File: src/rtl/sgnmag_pkg.sv
package sgnmag_pkg;
    localparam int PIN_W = 3;
    localparam int SEL_W = 2;

    typedef enum logic [SEL_W-1:0] {
        ST_SAMPLE  = 2'b00,
        ST_SERIAL  = 2'b01,
        ST_PUMP    = 2'b10,
        ST_DIVIDER = 2'b11
    } bus_state_e;
endpackage

File: src/rtl/sgnmag_bus_fsm.sv
module sgnmag_bus_fsm
    import sgnmag_pkg::*;
(
    input  logic             clk,
    input  logic             rst_n,
    input  logic [SEL_W-1:0] sel,
    output bus_state_e       state
);
    bus_state_e nxt;

    // next state: every state moves straight to the one the select names
    always_comb begin
        unique case (sel)
            2'b00:   nxt = ST_SAMPLE;
            2'b01:   nxt = ST_SERIAL;
            2'b10:   nxt = ST_PUMP;
            default: nxt = ST_DIVIDER;
        endcase
    end

    always_ff @(posedge clk or negedge rst_n) begin
        if (!rst_n) state <= ST_SAMPLE;
        else        state <= nxt;
    end
endmodule

File: src/rtl/sgnmag_pack.sv
module sgnmag_pack
    import sgnmag_pkg::*;
(
    input  logic             fmt_two,
    input  logic             q_sign,
    input  logic             q_mag_hi,
    input  logic             q_mag_lo,
    output logic [PIN_W-1:0] packed_q
);
    // 2-bit layout puts sign on top and drives the unused bottom pin to 0;
    // 3-bit layout puts the magnitude on top and the sign at the bottom
    always_comb begin
        if (fmt_two) packed_q = {q_sign, q_mag_hi, 1'b0};
        else         packed_q = {q_mag_hi, q_mag_lo, q_sign};
    end
endmodule

File: src/rtl/sgnmag_fmt.sv
module sgnmag_fmt
    import sgnmag_pkg::*;
(
    input  logic             clk,
    input  logic             rst_n,
    input  logic             fmt_two,
    input  logic [SEL_W-1:0] tbus_sel,
    input  logic             q_sign,
    input  logic             q_mag_hi,
    input  logic             q_mag_lo,
    input  logic             ser_dout,
    input  logic             dbg_cp_up,
    input  logic             dbg_cp_dn,
    input  logic             dbg_cal_done,
    input  logic             dbg_r_div,
    input  logic             dbg_m_div,
    input  logic             dbg_ref_sel,
    output logic [PIN_W-1:0] pin_q,
    output logic             smp_clk_out
);
    bus_state_e       bus_state;
    logic [PIN_W-1:0] sample_word;
    logic [PIN_W-1:0] pin_nxt;

    sgnmag_bus_fsm u_fsm (
        .clk   (clk),
        .rst_n (rst_n),
        .sel   (tbus_sel),
        .state (bus_state)
    );

    sgnmag_pack u_pack (
        .fmt_two  (fmt_two),
        .q_sign   (q_sign),
        .q_mag_hi (q_mag_hi),
        .q_mag_lo (q_mag_lo),
        .packed_q (sample_word)
    );

    // output decode per state
    always_comb begin
        unique case (bus_state)
            ST_SAMPLE:  pin_nxt = sample_word;
            ST_SERIAL:  pin_nxt = {2'b00, ser_dout};
            ST_PUMP:    pin_nxt = {dbg_cp_up, dbg_cp_dn, dbg_cal_done};
            ST_DIVIDER: pin_nxt = {dbg_r_div, dbg_m_div, dbg_ref_sel};
            default:    pin_nxt = '0;
        endcase
    end

    always_ff @(posedge clk or negedge rst_n) begin
        if (!rst_n) pin_q <= '0;
        else        pin_q <= pin_nxt;
    end

    assign smp_clk_out = clk;
endmodule

File: config.mk
export PLATFORM = sky130hd
export DESIGN_NAME = sgnmag_fmt
export DESIGN_NICKNAME = d
export VERILOG_FILES = /design/src/rtl/sgnmag_pkg.sv /design/src/rtl/sgnmag_bus_fsm.sv /design/src/rtl/sgnmag_pack.sv /design/src/rtl/sgnmag_fmt.sv
export SDC_FILE = /design/constraint.sdc
export NUM_CORES = 1
export LEC_CHECK = 0
export ABC_AREA = 1
export CORE_AREA = 2 2 39 41
export CTS_CLUSTER_SIZE = 28
export DETAILED_ROUTE_END_ITERATION = 10
export DIE_AREA = 0 0 41 43
export DONT_BUFFER_PORTS = 1
export PLACE_DENSITY = 0.34
export SYNTH_ARGS = -nofsm -noshare
export SYNTH_HDL_FRONTEND = slang
export SYNTH_SLANG_ARGS = --single-unit
File: constraint.sdc
create_clock -name clk -period 1.6 [get_ports clk]
set_input_delay 0.08 -clock clk [delete_from_list [all_inputs] [get_ports clk]]
set_output_delay 0.08 -clock clk [all_outputs]
set_load 0.03 [all_outputs]
==> results.md <==
- Post-CTS Setup Bufs: 0
- Slew @ Worst Pin: 0.293 ns
- H-tree levels: 1
- Initial antenna violation count: 0
- Vias per cell: 4.21
- Top area cells in the synthesized netlist: dfrtp_1 (47%), nand3_1 (20%), inv_1 (7.0%)
- Final Util: 23.1%
- Via Count: 223
- Fraction of registers with async set/reset: 100%
- Leakage: 0.156 nW
- Worst-path maximum fanout: 2
- Routed Antenna Nets: 0
- FILL cells: 157
- Period minus WS final: 0.880 ns
- Synthesis Warnings: 0
- PD cells: 1040 mW/mm²
- Cell count after synthesis: 34
- Final TNS setup: 0 ns
- Maximum VDD drop: 0.000205 V
- WL final: 542 µm
- RSZ-0062 raised after global routing: no
- Slew Viols, Final: 0
- M1 GR Usage: 9.48%
- IO Count: 19
- All-Layer GR Usage: 7.77%
- Largest net degree at the start of global routing: 9
- DRC viols: 0
- Worst-skew pair later-pin latency: 0.24 ns
- Netlist cell types: 11
- Slew margin rel.: 80.5%
- Clk_skew: 0.00156 ns
- Critical Path RT: 1.52 ns
- Num CTS Buffers: 3
- Most utilized layer in the global route result: met1
- Worst hold slack: 0.0133 ns
- Met2 GRT Util: 9.06%
- Dpl cells: 46
- Synthesis-to-finish area growth: 18.6%
- Leading area contributor after synthesis: dfrtp_1
- CTS tree: yes
- Post-CTS sizing: 0
- Sink Count: 5
- Maxcap violations: 0
- CTS clk-pin slew, worst paths: 0.04 ns
- Sequential-to-total area share from yosys stat: 46.5%
- Worst EP arrival: 0.80 ns
- Post-Syn Area per Cell: 7.91 µm²
- Crit end category: output port
- Chip Width: 41 µm
- Commonest cells post-synth: nand3_1 (11), dfrtp_1 (5), inv_1 (5), nand2_1 (5), clkbuf_1 (2)
- Synthesized area: 269 µm²
- Final period utilization: 55.0%
- Core Area: 0.00138 mm²
- 1st-iter DRT viols: 4
- Die Y: 43 µm
- Layout cells sized above 1: 13.5%
- Crit start category: clock port
- Worst hold path type: in -> reg
- Layout Cells excl Fill: 53
- Initial core utilization: 19.4%
- PortBufs: 0
- Ys flop type: dfrtp_1
- Rows: 14
- Outcome: complete, no violations
- Fmax: 1150 MHz
- Final setup vio count: 0
- CTS Root Cell: clkbuf_4
- Vias in the first global route: 230
- Syn nets: 49
- Post-synth top area share: 46.5%
- Worst setup margin: 0.720 ns
- Grt total ovfl: 0
- Die ar.: 0.00176 mm²
- Diode count: 0
- WS Path Type: clk -> out
- Drt first pass iters: 4
- Final Hold Viols: 0
- Synth Register Bits: 5
- Post-synth EDFFs: 0
- Setup WS pre-CTS: 0.720 ns
- HPWL Detailed: 431 µm
- Wire per inst: 10.2 µm
- Clock buffer depth: 2
- Met3 GRT Util: 3.66%
- Nets: 53
- Routability cong.: 0.792
- # hold bufs at CTS: 3
- First-pass GRT wire length: 848 µm
- Leading cell type by number of instances after synthesis: nand3_1
==> kinds of logic (layout without fill, tap and decap cells) <==
logic type / Yosys count / in the layout / share of synthesized area (%)
flops: 5 / 5 / 46.5
buf+inv: 10 / 13 / 18.1
simple gates: 19 / 19 / 35.3
==> placed cells by master, fill, tap and decap left out, drive strengths merged <==
master,instances
nand3,11
inv,6
nand2,5
dfrtp,5
clkbuf,4
dlygate4sd3,3
nor2,2
nand4,1
==> worst reg2reg max path: cells and delay by family, from the launching register on <==
kind | cells | cell delay (ns)
flops | 1 | 0.50
simple gates | 2 | 0.17
buf+inv | 1 | 0.07
==> cell type report <==
cell class / instances / area [µm²] / share of cell area (%)
Tap cell: 16 / 20.0 / 6.27
Clock buffer: 4 / 26.3 / 8.24
Sequential cell: 5 / 125 / 39.2
Inverter: 6 / 22.5 / 7.06
Multi-Input combinational cell: 19 / 95.1 / 29.8
Timing Repair Buffer: 3 / 30.0 / 9.41
==> registers in the layout (all words and copies together) (netlist names) <==
register / flops
pin_q: 3
u_fsm.state: 2
==> layer usage <==
layer / share of wire [%] / vias to the layer above
met5: 0 / -
met4: 0 / 0
met3: 8.1 / 0
met2: 45 / 11
met1: 46 / 99
li1: - / 113
==> worst paths after layout <==
path / end / startpoint / slack [ns] / cells past startpoint
max: smp_clk_out / clk / 0.72 / 0
max reg2reg: pin_q[0] / u_fsm.state[1] / 0.73 / 3
min in group asynchronous: u_fsm.state[1] / rst_n / 0.13 / 1
min reg2reg: pin_q[2] / u_fsm.state[1] / 0.70 / 2
max in group asynchronous: pin_q[0] / rst_n / 1.29 / 1
min: pin_q[2] / dbg_r_div / 0.01 / 2
==> per-stage QoR <==
stage / total power, mW / area [µm²]
detailed placement: 0.183 / 263
floorplan: 0.276 / 269
finish: 0.332 / 319
global placement: 0.182 / 263
CTS: 0.339 / 319
global route: 0.353 / 319
==> where the power goes <==
group / leakage (nW) / internal, mW / switching [mW]
logic: 0.0807 / 0.0140 / 0.0132
clock network: 0.0150 / 0.0941 / 0.0494
registers: 0.0605 / 0.137 / 0.0247
(Power assumes the default switching activity.)
